File: config.mk
export PLATFORM = sky130hd
export DESIGN_NAME = mbx_bridge
export DESIGN_NICKNAME = d
export VERILOG_FILES = /design/src/rtl/mbx_pkg.sv /design/src/rtl/mbx_strobe_sync.sv /design/src/rtl/mbx_slot.sv /design/src/rtl/mbx_host_port.sv /design/src/rtl/mbx_bridge.sv
export SDC_FILE = /design/constraint.sdc
export NUM_CORES = 1
export LEC_CHECK = 0
export BUFFER_PORTS_ARGS = -buffer_cell sky130_fd_sc_hd__buf_2
export CORE_MARGIN = 2
export CORE_UTILIZATION = 45
export CTS_CLUSTER_SIZE = 10
export DETAILED_ROUTE_END_ITERATION = 8
export HOLD_SLACK_MARGIN = 0.05
export PLACE_DENSITY = 0.75
export SLEW_MARGIN = 15
export SYNTH_ARGS = -nofsm -noshare
export SYNTH_HDL_FRONTEND = slang
export SYNTH_SLANG_ARGS = --single-unit
File: constraint.sdc
create_clock -name clk -period 2.8 [get_ports clk]
set_clock_uncertainty 0.15 [all_clocks]
set_input_delay 0.56 -clock clk [delete_from_list [all_inputs] [get_ports clk]]
set_output_delay 0.56 -clock clk [all_outputs]
set_load 0.03 [all_outputs]
File: src/rtl/mbx_pkg.sv
package mbx_pkg;
  // status bit positions; the host-side software decodes these
  localparam int STAT_H2L_BIT = 0;
  localparam int STAT_OVR_BIT = 1;
  localparam int STAT_L2H_BIT = 7;
  localparam int BYTE_W       = 8;
endpackage

File: src/rtl/mbx_strobe_sync.sv
module mbx_strobe_sync #(
  parameter int STAGES = 2
) (
  input  logic clk,
  input  logic rst_n,
  input  logic strobe_raw,
  output logic rise,
  output logic fall
);
  logic [STAGES-1:0] chain;
  logic              prev;

  always_ff @(posedge clk or negedge rst_n) begin
    if (!rst_n) begin
      chain <= '0;
      prev  <= 1'b0;
    end else begin
      chain[0] <= strobe_raw;
      for (int i = 1; i < STAGES; i++) chain[i] <= chain[i-1];
      prev <= chain[STAGES-1];
    end
  end

  assign rise = chain[STAGES-1] & ~prev;
  assign fall = ~chain[STAGES-1] & prev;
endmodule

File: src/rtl/mbx_slot.sv
module mbx_slot #(
  parameter int DW = 8
) (
  input  logic          clk,
  input  logic          rst_n,
  input  logic          wr,
  input  logic [DW-1:0] wdata,
  input  logic          clr,
  output logic [DW-1:0] data,
  output logic          full,
  output logic          ovr_evt
);
  always_ff @(posedge clk or negedge rst_n) begin
    if (!rst_n) begin
      data <= '0;
      full <= 1'b0;
    end else begin
      if (wr) data <= wdata;
      if (wr)       full <= 1'b1;
      else if (clr) full <= 1'b0;
    end
  end

  // overwrite of an unread byte, unless the reader takes it this same clock
  assign ovr_evt = wr & full & ~clr;
endmodule

File: src/rtl/mbx_host_port.sv
module mbx_host_port #(
  parameter int          DW        = 8,
  parameter int          AW        = 16,
  parameter int          PW        = 8,
  parameter logic [7:0]  DATA_PORT = 8'h80,
  parameter logic [7:0]  STAT_PORT = 8'h81,
  parameter int          STAGES    = 2
) (
  input  logic          clk,
  input  logic          rst_n,
  input  logic [AW-1:0] h_addr,
  input  logic          h_sinp,
  input  logic          h_sout,
  input  logic          h_wr_stb,
  input  logic          h_din_stb,
  input  logic [DW-1:0] h_wdata,
  input  logic [DW-1:0] l2h_data,
  input  logic [DW-1:0] stat,
  output logic [DW-1:0] h_rdata,
  output logic          wr_evt,
  output logic          rd_evt,
  output logic [DW-1:0] wdata
);
  logic          hi_zero, sel_data, sel_stat;
  logic          wr_raw, rd_raw;
  logic          wr_rise, wr_fall, rd_rise, rd_fall;
  logic          cap_wr_sel, cap_rd_sel;
  logic [DW-1:0] cap_wdata;

  assign hi_zero  = (h_addr[AW-1:PW] == '0);
  assign sel_data = hi_zero && (h_addr[PW-1:0] == PW'(DATA_PORT));
  assign sel_stat = hi_zero && (h_addr[PW-1:0] == PW'(STAT_PORT));
  assign wr_raw   = h_sout & h_wr_stb;
  assign rd_raw   = h_sinp & h_din_stb;

  mbx_strobe_sync #(.STAGES(STAGES)) u_wr_sync (
    .clk(clk), .rst_n(rst_n), .strobe_raw(wr_raw), .rise(wr_rise), .fall(wr_fall)
  );
  mbx_strobe_sync #(.STAGES(STAGES)) u_rd_sync (
    .clk(clk), .rst_n(rst_n), .strobe_raw(rd_raw), .rise(rd_rise), .fall(rd_fall)
  );

  // decode and data are captured while the strobe is still high
  always_ff @(posedge clk or negedge rst_n) begin
    if (!rst_n) begin
      cap_wr_sel <= 1'b0;
      cap_rd_sel <= 1'b0;
      cap_wdata  <= '0;
    end else begin
      if (wr_rise) begin
        cap_wr_sel <= sel_data;
        cap_wdata  <= h_wdata;
      end
      if (rd_rise) cap_rd_sel <= sel_data;
    end
  end

  assign wr_evt = wr_fall & cap_wr_sel;
  assign rd_evt = rd_fall & cap_rd_sel;
  assign wdata  = cap_wdata;

  always_comb begin
    h_rdata = '0;
    if (rd_raw && sel_data)      h_rdata = l2h_data;
    else if (rd_raw && sel_stat) h_rdata = stat;
  end
endmodule

File: src/rtl/mbx_bridge.sv
module mbx_bridge #(
  parameter int         DW          = 8,
  parameter int         AW          = 16,
  parameter int         PW          = 8,
  parameter logic [7:0] DATA_PORT   = 8'h80,
  parameter logic [7:0] STAT_PORT   = 8'h81,
  parameter int         SYNC_STAGES = 2
) (
  input  logic          clk,
  input  logic          rst_n,
  input  logic [AW-1:0] h_addr,
  input  logic          h_sinp,
  input  logic          h_sout,
  input  logic          h_wr_stb,
  input  logic          h_din_stb,
  input  logic [DW-1:0] h_wdata,
  output logic [DW-1:0] h_rdata,
  input  logic [PW-1:0] l_addr,
  input  logic          l_wr,
  input  logic          l_rd,
  input  logic [DW-1:0] l_wdata,
  output logic [DW-1:0] l_rdata
);
  import mbx_pkg::*;

  logic          host_wr_evt, host_rd_evt;
  logic [DW-1:0] host_wdata;
  logic [DW-1:0] h2l_data, l2h_data;
  logic          h2l_full, l2h_full, h2l_ovr, l2h_ovr, ovr_q;
  logic          loc_sel_data, loc_sel_stat;
  logic          loc_wr_data, loc_rd_data, loc_rd_stat;
  logic [DW-1:0] host_stat, loc_stat;

  assign loc_sel_data = (l_addr == PW'(DATA_PORT));
  assign loc_sel_stat = (l_addr == PW'(STAT_PORT));
  assign loc_wr_data  = l_wr & loc_sel_data;
  assign loc_rd_data  = l_rd & loc_sel_data;
  assign loc_rd_stat  = l_rd & loc_sel_stat;

  mbx_host_port #(
    .DW(DW), .AW(AW), .PW(PW), .DATA_PORT(DATA_PORT),
    .STAT_PORT(STAT_PORT), .STAGES(SYNC_STAGES)
  ) u_host (
    .clk(clk), .rst_n(rst_n), .h_addr(h_addr), .h_sinp(h_sinp), .h_sout(h_sout),
    .h_wr_stb(h_wr_stb), .h_din_stb(h_din_stb), .h_wdata(h_wdata),
    .l2h_data(l2h_data), .stat(host_stat), .h_rdata(h_rdata),
    .wr_evt(host_wr_evt), .rd_evt(host_rd_evt), .wdata(host_wdata)
  );

  // host -> local holding register
  mbx_slot #(.DW(DW)) u_h2l (
    .clk(clk), .rst_n(rst_n), .wr(host_wr_evt), .wdata(host_wdata),
    .clr(loc_rd_data), .data(h2l_data), .full(h2l_full), .ovr_evt(h2l_ovr)
  );

  // local -> host holding register
  mbx_slot #(.DW(DW)) u_l2h (
    .clk(clk), .rst_n(rst_n), .wr(loc_wr_data), .wdata(l_wdata),
    .clr(host_rd_evt), .data(l2h_data), .full(l2h_full), .ovr_evt(l2h_ovr)
  );

  // sticky overrun, cleared by a local status read; a new event wins
  always_ff @(posedge clk or negedge rst_n) begin
    if (!rst_n) ovr_q <= 1'b0;
    else        ovr_q <= (ovr_q & ~loc_rd_stat) | h2l_ovr | l2h_ovr;
  end

  always_comb begin
    host_stat               = '0;
    host_stat[STAT_H2L_BIT] = h2l_full;
    host_stat[STAT_L2H_BIT] = l2h_full;
    loc_stat                = host_stat;
    loc_stat[STAT_OVR_BIT]  = ovr_q;
  end

  always_comb begin
    l_rdata = '0;
    if (loc_sel_data)      l_rdata = h2l_data;
    else if (loc_sel_stat) l_rdata = loc_stat;
  end
endmodule

==> metrics.md, run 1 <==
| Metric | Value |
|---|---|
| Status | complete, no violations |
| Worst Setup End Kind | primary output |
| Placed cells | 220 |
| GP Congestion | roughly 0.85 |
| Vias in the first global route | 1180 |
| Pins Over Slew Limit | 0 |
| # rows | 21 |
| PD cells | 566.9 nW/um^2 |
| WP data required | approximately 2100 ps |
| GRT Total Usage | 0.1661 |
| Worst-Margin Slew | 810.3 ps |
| Die Width | 63.21 um |
| DRT Pass-1 Iters | 4 |
| Setup CP Type | input pin to primary output |
| Peak VDD IR | 0.6560 mV |
| Final nets | approximately 230 |
| Final ANT Viol Nets | 0 |
| Total power | 1.158 mW |
| Final core occ | 0.6071 |
| M1 WL | 1.281 mm |
| Largest net degree at the start of global routing | 36 |
| I/O Pins | 64 |
| Final setup violation count | 0 |
| Area growth syn-to-layout | 29.42% |
| Tcrit/Tclk final | 0.9431 |
| Initial DRC Count | 65 |
| First-pass GRT wire length | about 5.2 mm |
| Met3 routed WL | ~190 um |
| Core area | 3363 um^2 |
| Met2 routed WL | 1.632 mm |
| Die ar. | between 3000 and 4000 um^2 |
| Post-Syn Instances | 115 |
| Initial Util | 0.4691 |
| Critical path arrival | 1930 ps |
| Drt wl/cell | 13.94 um |
| RSZ-0062 raised after global routing | no |
| Placed inst area | just under 2000 um^2 |
| CTS sink count | 35 |
| Worst-path fanout max | 8 |
| Clk pin slew, worst setup/hold paths | 100 ps |
| CP startpoint kind | input pin |
| Layout Cells excl Fill | ~230 |
| Yosys reg bits | 35 |
| Min Hold Slack | 122.5 ps |
| Via count | 1205 |
| Max_slew headroom | 0.4587 |
| Pleak | 1.028 nW |
| Yosys cell types | 30 |
| Synth Warn # | 0 |
| Final Hold Viols | 0 |
| Htree depth | 2 |
| # port buffers | 63 |
| Antenna Cells | 0 |
| Post-Syn Area | 1578 um^2 |
| Initial antenna violation count | 0 |
| Syn Nets | 163 |
| Routed Wire Length | 3.179 mm |
| CP startpoint | h_addr[15] |
| Avg Synthesized Cell Area | 13.72 um^2 |
| Design area | 2042 um^2 |
| Crit path time final | between 2000 and 3000 ps |
| Congestion Overflow GR | 0 |
| DRC Markers | 0 |
| Max layer used | met4 |
| Worst hold path class | input pin to async pin |
| Post-DP HPWL | 2.443 mm |
| CTS tree | yes |
| Max Cap Violations | 0 |
| Die Y | 63.21 um |
| Layout cells sized above 1 | 0.5549 |
| Clock Root Buffer | clkbuf_4 |
| Sequential area share after synthesis | 0.5551 |
| Post-CTS Hold Buffers | 0 |
| Cts bufs inserted | 5 |
| Vias per inst | around 5.3 |
| Clock latency on the worst-skew pair | 340 ps |
| Max Clock Freq | 0.3787 GHz |
| Postcts setup bufs | 0 |
| Clock buffer depth | 2 |
| Reg2reg start | u_host.u_wr_sync.prev$_DFF_PN0_ |
-- stage by stage --
stage | setup slack [ps] | setup TNS (ps)
6_report | 159.5 | 0
5_1_grt | 8.616 | 0
4_1_cts | 153.0 | 0
3_5_place_dp | 152.8 | 0
3_3_place_gp | 259.9 | 0
2_1_floorplan | -163.1 | -978.5
-- timing repair --
action | CTS | global route
gates resized for setup | 0 | 1
hold endpoints to repair | 0 | 0
endpoints found under the setup margin | 0 | 3
-- placed cells by master (no fill, tap or decap), drive strengths merged, types with 2 or more instances in the layout --
cell type  instances
a22o               3
and2               2
and3               5
buf               63
bufinv             2
clkbuf             6
dfrtp             35
inv                4
mux2              24
mux2i              3
nand2              2
nand4              2
nor2               2
nor3               3
nor4               4
nor4b              8
o21ai              3
o31ai              2
or4b               2
-- layer usage --
| layer | global-route usage | vias up |
|---|---|---|
| met3 | 0.04821 | 8 |
| li1 | - | 567 |
| met2 | 0.2713 | 35 |
| met4 | 0.08967 | 0 |
| met1 | 0.1979 | 595 |
| met5 | 0 | - |
-- cell families (layout without fill, tap and decap cells) --
logic type | count (synthesis) | in the layout | synth area share
AO/OA/AOI/OAI | 10 | 10 | 0.04679
flip-flops | 35 | 35 | 0.5551
buffers and inverters | 8 | 75 | 0.01982
multiplexers | 27 | 27 | 0.1903
AND/OR/NAND/NOR | 35 | 35 | 0.1879
-- Yosys cell counts, drive strengths merged --
| cell | n | area share |
|---|---|---|
| nor4bb | 1 | 0.0063 |
| nor4 | 4 | 0.025 |
| nand2 | 2 | 0.0048 |
| nor2 | 2 | 0.0048 |
| dfrtp | 35 | 0.56 |
| nor4b | 8 | 0.058 |
| nor3 | 3 | 0.0095 |
| o21ai | 3 | 0.0095 |
| mux2i | 3 | 0.019 |
| or4 | 1 | 0.0048 |
| and3 | 5 | 0.020 |
| a311o | 1 | 0.0063 |
| nand3 | 1 | 0.011 |
| buf | 1 | 0.0032 |
| o211ai | 1 | 0.0048 |
| a22o | 3 | 0.017 |
| nand4 | 2 | 0.012 |
| or4b | 2 | 0.015 |
| inv | 4 | 0.0095 |
| mux2 | 24 | 0.17 |
| nand3b | 1 | 0.0048 |
| o31ai | 2 | 0.0095 |
| and2 | 2 | 0.0079 |
| clkbuf | 3 | 0.0071 |
| nor2b | 1 | 0.0040 |
-- worst paths after layout --
check,end,slack (ps),cells after the start
max in group asynchronous,u_host.wdata[1]$_DFFE_PN0P_,1910,1
setup reg to reg,u_host.wdata[3]$_DFFE_PN0P_,1090,2
setup / recovery,h_rdata[3],160,5
hold / removal,ovr_q$_DFF_PN0_,120,1
min in group clk,u_host.u_wr_sync.chain[1]$_DFF_PN0_,210,0
hold reg to reg,u_host.u_wr_sync.chain[1]$_DFF_PN0_,210,0
-- state kept, by name, summed over array words and instances (netlist names) --
signal	count
u_h2l.data	8
u_host.wdata	8
u_l2h.data	8
u_host.u_rd_sync.chain	2
u_host.u_wr_sync.chain	2
ovr_q	1
u_h2l.full	1
u_host.cap_rd_sel	1
u_host.cap_wr_sel	1
u_host.u_rd_sync.prev	1
u_host.u_wr_sync.prev	1
u_l2h.full	1
-- report_power, final --
part	switching, mW	internal (mW)
Combinational	0.0528	0.0724
Clock	0.163	0.279
Sequential	0.0285	0.563
-- cell type report --
cell class                      instances  area, um^2
Sequential cell                        35       875.8
Clock inverter                          2       60.06
Fill cell                             308        1321
Inverter                                4       15.01
Tap cell                               46       57.56
Clock buffer                            6       41.29
Multi-Input combinational cell         72       676.9
Timing Repair Buffer                   63       315.3
-- worst max-delay path, cell delays in order --
cell	delay, ps
buf_2	90
nor4_1	430
nand4_2	270
nor4b_1	320
buf_2	250
(Power assumes the default switching activity.)
==> run 2: changes to the inputs <==
Settings changed: CORE_ASPECT_RATIO from default to 0.8, CORE_UTILIZATION 45 to 51, PLACE_DENSITY 0.75 to 0.84.
==> run 2 against run 1 <==
Against the previous run:
- sequential power grew 0.8%
- largest power group unchanged
- highest routed layer unchanged
- global-route usage rose by 4.3 points
- first-iteration DRC count fell by 51%
==> metrics.md, run 2 (synthesis gave the netlist of run 1 again) <==
| Metric | Value |
|---|---|
| Post-CTS Hold Buffers | 0 |
| Switch Pwr | 263.0 uW |
| Vias in the first global route | 1148 |
| Initial Util | 0.5228 |
| Max Clock Freq | 0.3685 GHz |
| Worst-Margin Slew | 823.1 ps |
| Clock power share | 0.392 |
| Area growth syn-to-layout | 29.58% |
| Layout cells sized above 1 | 0.5549 |
| Commonest non-fill, non-tap cell in the layout | buf_2 |
| Worst Setup End Kind | primary output |
| Placed cells | 214 |
| Final Hold Viols | 0 |
| # rows | 18 |
| Final core occ | 0.6774 |
| Clock Root Buffer | clkbuf_8 |
| Min Hold Slack | 185.8 ps |
| Setup CP Type | input pin to primary output |
| Via count | 1200 |
| GRT Total Usage | 0.2092 |
| Post-DP HPWL | 2.453 mm |
| Crit path time final | 2714 ps |
| Most used cell, CP | buf_2 |
| CTS tree | yes |
| Placed inst area | 1927 um^2 |
| Worst-path fanout max | 8 |
| Core area | 3018 um^2 |
| GP Congestion | 0.7105 |
| # port buffers | 63 |
| DRT Pass-1 Iters | 4 |
| Commonest non-fill, non-tap cells in the layout | buf_2, dfrtp_1, mux2_2, nor4b_1, clkbuf_8 |
| RSZ-0062 raised after global routing | no |
| CTS sink count | 35 |
| Clock latency on the worst-skew pair | about 280 ps |
| Drt wl/cell | 15.40 um |
| Status | complete, no violations |
| Peak VDD IR | approximately 0.53 mV |
| Logic gate share of total power | 0.105 |
| Sw Share | 0.2217 |
| Die ar. | 3557 um^2 |
| Congestion Overflow GR | 0 |
| Cell-internal power | 923.5 uW |
| Layout Cells excl Fill | 222 |
| Sequential share of power | 0.503 |
| Final setup violation count | 0 |
| First-pass GRT wire length | 5.409 mm |
| Max_slew headroom | 0.4501 |
| CP bufs+invs | 2 |
| Die Width | around 66 um |
| WP data required | 2090 ps |
| Total power | 1.186 mW |
| Clk pin slew, worst setup/hold paths | 70 ps |
| Worst setup margin | approximately 86 ps |
| PD cells | 580.3 nW/um^2 |
| Vias per inst | between 5 and 6 |
| PostCTS Resize Cnt | 0 |
| Pins Over Slew Limit | 0 |
| Largest net degree at the start of global routing | 36 |
| CP top delay family | simple AND/OR/NAND/NOR gates |
| Htree depth | 2 |
| CP startpoint kind | input pin |
| Final nets | 229 |
| Pleak | 1.036 nW |
| Crit-path slowest cell | nor4_1 |
| Tcrit/Tclk final | 0.9692 |
| DRC Markers | 0 |
| Initial antenna violation count | 0 |
| Place WS | 103.6 ps |
| # fillers | approximately 230 |
| I/O Pins | 64 |
| Antenna Cells | 0 |
| Cts bufs inserted | 5 |
| Design area | 2044 um^2 |
| Routed Wire Length | between 3 and 4 mm |
| Postcts setup bufs | 0 |
| Total Neg Setup Slack | 0 ps |
| Max Cap Violations | 0 |
| Initial DRC Count | 32 |
| Critical path arrival | 2000 ps |
| Largest stage delay, worst path | ~400 ps |
| Worst hold path class | input pin to async pin |
| Clock buffer depth | 2 |
| Final ANT Viol Nets | 0 |
| Die Y | 53.75 um |
| CP cell instances | buf_2 -> nor4_1 -> nand4_2 -> nor4b_1 -> buf_2 |
==> run 2: cell types whose count changed in the layout (fill, tap and decap cells not counted) <==
| cell | delta |
|---|---|
| bufinv_16 | -1 |
| clkbuf_1 | -1 |
| nor4_2 | -1 |
| nor4_1 | +1 |
| clkbuf_4 | -5 |
| clkbuf_8 | +6 |
| clkinv_2 | +1 |
==> run 2: power by group through the flow <==
stage	clock network, mW	registers, mW	logic, mW
after detailed placement	0	0.605	0.126
after global placement	0	0.601	0.119
after floorplan	0	0.591	0.0700
final	0.465	0.596	0.125
after CTS	0.471	0.595	0.127
after global routing	0.496	0.604	0.140
==> run 2: worst paths after layout <==
check / from / end / slack [ps] / cells after the start
hold reg to reg: u_host.u_wr_sync.chain[0]$_DFF_PN0_ / u_host.u_wr_sync.chain[1]$_DFF_PN0_ / 200 / 0
max in group asynchronous: rst_n / u_host.u_rd_sync.chain[1]$_DFF_PN0_ / 1830 / 1
setup reg to reg: u_host.u_wr_sync.prev$_DFF_PN0_ / u_host.wdata[1]$_DFFE_PN0P_ / 1090 / 2
min in group clk: u_host.u_wr_sync.chain[0]$_DFF_PN0_ / u_host.u_wr_sync.chain[1]$_DFF_PN0_ / 200 / 0
hold / removal: rst_n / u_host.wdata[6]$_DFFE_PN0P_ / 190 / 1
setup / recovery: h_addr[3] / h_rdata[5] / 90 / 5
==> run 2: layout make-up <==
type | count | area (um^2) | area share
Multi-Input combinational cell | 72 | 670.6 | 0.3280
Clock inverter | 2 | 35.03 | 0.01714
Inverter | 4 | 15.01 | 0.007344
Tap cell | 40 | 50.05 | 0.02448
Sequential cell | 35 | 875.8 | 0.4284
Clock buffer | 6 | 82.58 | 0.04039
Timing Repair Buffer | 63 | 315.3 | 0.1542
==> run 2: layer usage <==
| metal | routed length [um] | GRT usage |
|---|---|---|
| met1 | 1396 | 0.2766 |
| met2 | 1814 | 0.3433 |
| met3 | 162 | 0.05230 |
| met4 | 46 | 0.06803 |
| met5 | 0 | 0 |
==> run 3: changes to the inputs <==
Settings changed: ABC_AREA from default to 1, PLACE_DENSITY 0.84 to 0.83.
==> run 3 against run 2 <==
Against the previous run:
- combinational power grew 6%
- highest routed layer unchanged
- die area grew 4.4%
- cell area grew 1.2%
- synthesized area grew 4.7%
- synthesized cell count grew 81%
- critical path depth grew 2
- utilization shrank 0.71 points
- power shrank 9.3%
- flip-flop and latch count is the same
- setup slack gained 490 ps
- sequential power is essentially flat
- first-iteration DRC count grew 59%
==> metrics.md, run 3 <==
| Metric | Value |
|---|---|
| Drt wl/cell | 10.09 um |
| Htree depth | 2 |
| Pins Over Slew Limit | 0 |
| Placed inst area | 1983 um^2 |
| Avg Synthesized Cell Area | 7.940 um^2 |
| Via count | 1500 |
| Initial DRC Count | 51 |
| Post-DP HPWL | 2.433 mm |
| WP data required | ~2100 ps |
| Post-Syn Area | around 1700 um^2 |
| Commonest non-fill, non-tap cell in the layout | buf_2 |
| Die Width | 67.63 um |
| Total Neg Setup Slack | 0 ps |
| Postcts setup bufs | 0 |
| Most frequent cell after synthesis | nand2_1 |
| Min Hold Slack | 192.4 ps |
| Register area | between 800 and 900 um^2 |
| Layout cells sized above 1 | 0.3007 |
| Design area | 2068 um^2 |
| Syn Nets | 256 |
| PD cells | approximately 520 nW/um^2 |
| Max Cap Violations | 0 |
| CP cell instances | buf_2 -> nor2_1 -> nand2_1 -> nor2_4 -> nand3_2 -> nor2_1 -> buf_2 |
| I/O Pins | 64 |
| Synth top cells by count | nand2_1, dfrtp_1, inv_1, nor2_1, nand3_1 |
| Clock latency on the worst-skew pair | about 280 ps |
| Layout Cells excl Fill | 316 |
| Pleak | 1.177 nW |
| Final Hold Viols | 0 |
| Crit-path slowest cell | buf_2 |
| Routed Wire Length | 3.187 mm |
| Area growth syn-to-layout | 25.23% |
| Initial antenna violation count | 0 |
| Max Clock Freq | around 0.45 GHz |
| Max_slew headroom | 0.5001 |
| Final setup violation count | 0 |
| RSZ-0062 raised after global routing | no |
| Place WS | 559.1 ps |
| CTS sink count | 35 |
| CTS tree | yes |
| Synth top area share | 0.5303 |
| Post-CTS Hold Buffers | 0 |
| GRT Total Usage | 0.1934 |
| Antenna Cells | 0 |
| Cts bufs inserted | 5 |
| Die ar. | 3713 um^2 |
| CP top delay family | simple AND/OR/NAND/NOR gates |
| Placed cells | ~300 |
| Worst hold path class | input pin to async pin |
| GP Congestion | 0.7366 |
| Final ANT Viol Nets | 0 |
| Area of the multi-input gates | roughly 610 um^2 |
| Total power | ~1.1 mW |
| Final core occ | 0.6703 |
| Yosys reg bits | 35 |
| Largest net degree at the start of global routing | 36 |
| Clk pin slew, worst setup/hold paths | 70 ps |
| DRT Pass-1 Iters | 4 |
| Largest cells by area after synthesis | dfrtp_1, nand2_1, inv_1 |
| Critical path arrival | between 1500 and 2000 ps |
| # rows | 18 |
| Setup CP Type | input pin to primary output |
| Yosys cell types | 16 |
| # port buffers | between 60 and 70 |
| EDFF count, synth | 0 |
| Congestion Overflow GR | 0 |
| Core area | 3085 um^2 |
| Asr flop ratio synth | 1.000 |
| # fillers | 262 |
| Status | complete, no violations |
| Crit path time final | 2226 ps |
| Worst Setup End Kind | primary output |
| Worst-Margin Slew | 749.9 ps |
| Worst-path fanout max | 6 |
| Peak VDD IR | 0.3022 mV |
| Cell accounting for the most synthesized area | dfrtp_1 |
| PostCTS Resize Cnt | 0 |
| Post-Syn Instances | 208 |
| Tcrit/Tclk final | 0.7950 |
| Initial Util | 0.5353 |
| Clock buffer depth | 2 |
| First-pass GRT wire length | 5.237 mm |
| Die Y | 54.90 um |
| Worst setup margin | ~570 ps |
| Top FF cell, synth | dfrtp_1 |
| Clock Root Buffer | clkbuf_8 |
| Vias per inst | 4.747 |
| Final nets | 323 |
| Sequential area share after synthesis | 0.5303 |
| Commonest non-fill, non-tap cells in the layout | buf_2, nand2_1, dfrtp_1, inv_1, nor2_1 |
| CP startpoint kind | input pin |
| CP bufs+invs | 2 |
| Vias in the first global route | 1258 |
| DRC Markers | 0 |
| Synth Warn # | 0 |
| Largest stage delay, worst path | 200 ps |
[run 3: cell count changes after synthesis, moves of 5 or more]
cell,delta
and3_1,-5
nand3_1,+19
mux2_2,-24
inv_1,+30
a21oi_1,+9
o21ai_0,+5
nand2_1,+48
nor2_1,+32
nor4b_1,-6
[run 3: worst register-to-register path: cells and delay by family, from the launching register on]
kind	cells	cell delay, ps
AOI/OAI and AO/OA	1	70
DFF	1	360
buffers and inverters	1	60
and+or+nand+nor	2	510
[run 3: logic make-up after synthesis]
| kind of cell | count (synthesis) | synth area share |
|---|---|---|
| and+or+nand+nor | 117 | 0.3129 |
| buffers and inverters | 38 | 0.1023 |
| DFF | 35 | 0.5303 |
| AOI/OAI and AO/OA | 18 | 0.05454 |
[run 3: final timing paths]
kind | start | endpoint | slack, ps | cells after the start
setup / recovery | h_addr[3] | h_rdata[6] | 570 | 7
hold / removal | rst_n | u_host.wdata[6]$_DFFE_PN0P_ | 190 | 1
setup reg to reg | u_host.u_wr_sync.prev$_DFF_PN0_ | u_host.wdata[2]$_DFFE_PN0P_ | 1510 | 4
hold reg to reg | u_host.u_rd_sync.chain[0]$_DFF_PN0_ | u_host.u_rd_sync.chain[1]$_DFF_PN0_ | 210 | 0
max in group asynchronous | rst_n | ovr_q$_DFF_PN0_ | 1830 | 1
min in group clk | u_host.u_rd_sync.chain[0]$_DFF_PN0_ | u_host.u_rd_sync.chain[1]$_DFF_PN0_ | 210 | 0
[run 3: report_power, final]
| group | leakage [nW] | switching, mW | internal, mW |
|---|---|---|---|
| Clock | 0.0412 | 0.173 | 0.174 |
| Sequential | 0.438 | 0.0285 | 0.569 |
| Combinational | 0.698 | 0.0736 | 0.0586 |
[run 3: routing by layer]
| metal | vias up | global-route usage | wire length (um) |
|---|---|---|---|
| li1 | 770 | - | - |
| met1 | 678 | 0.2417 | 1421 |
| met2 | 46 | 0.3317 | 1518 |
| met3 | 6 | 0.05870 | 212 |
| met4 | 0 | 0.05102 | 35 |
| met5 | - | 0 | 0 |
[run 3: layout make-up]
cell class,count,area share
flip-flops and latches,35,0.4235
multi-input cells,135,0.2934
repair buffers,64,0.1561
inverters,34,0.06171
clock buffers,6,0.03509
well taps,40,0.02420
clock inverters,2,0.006050
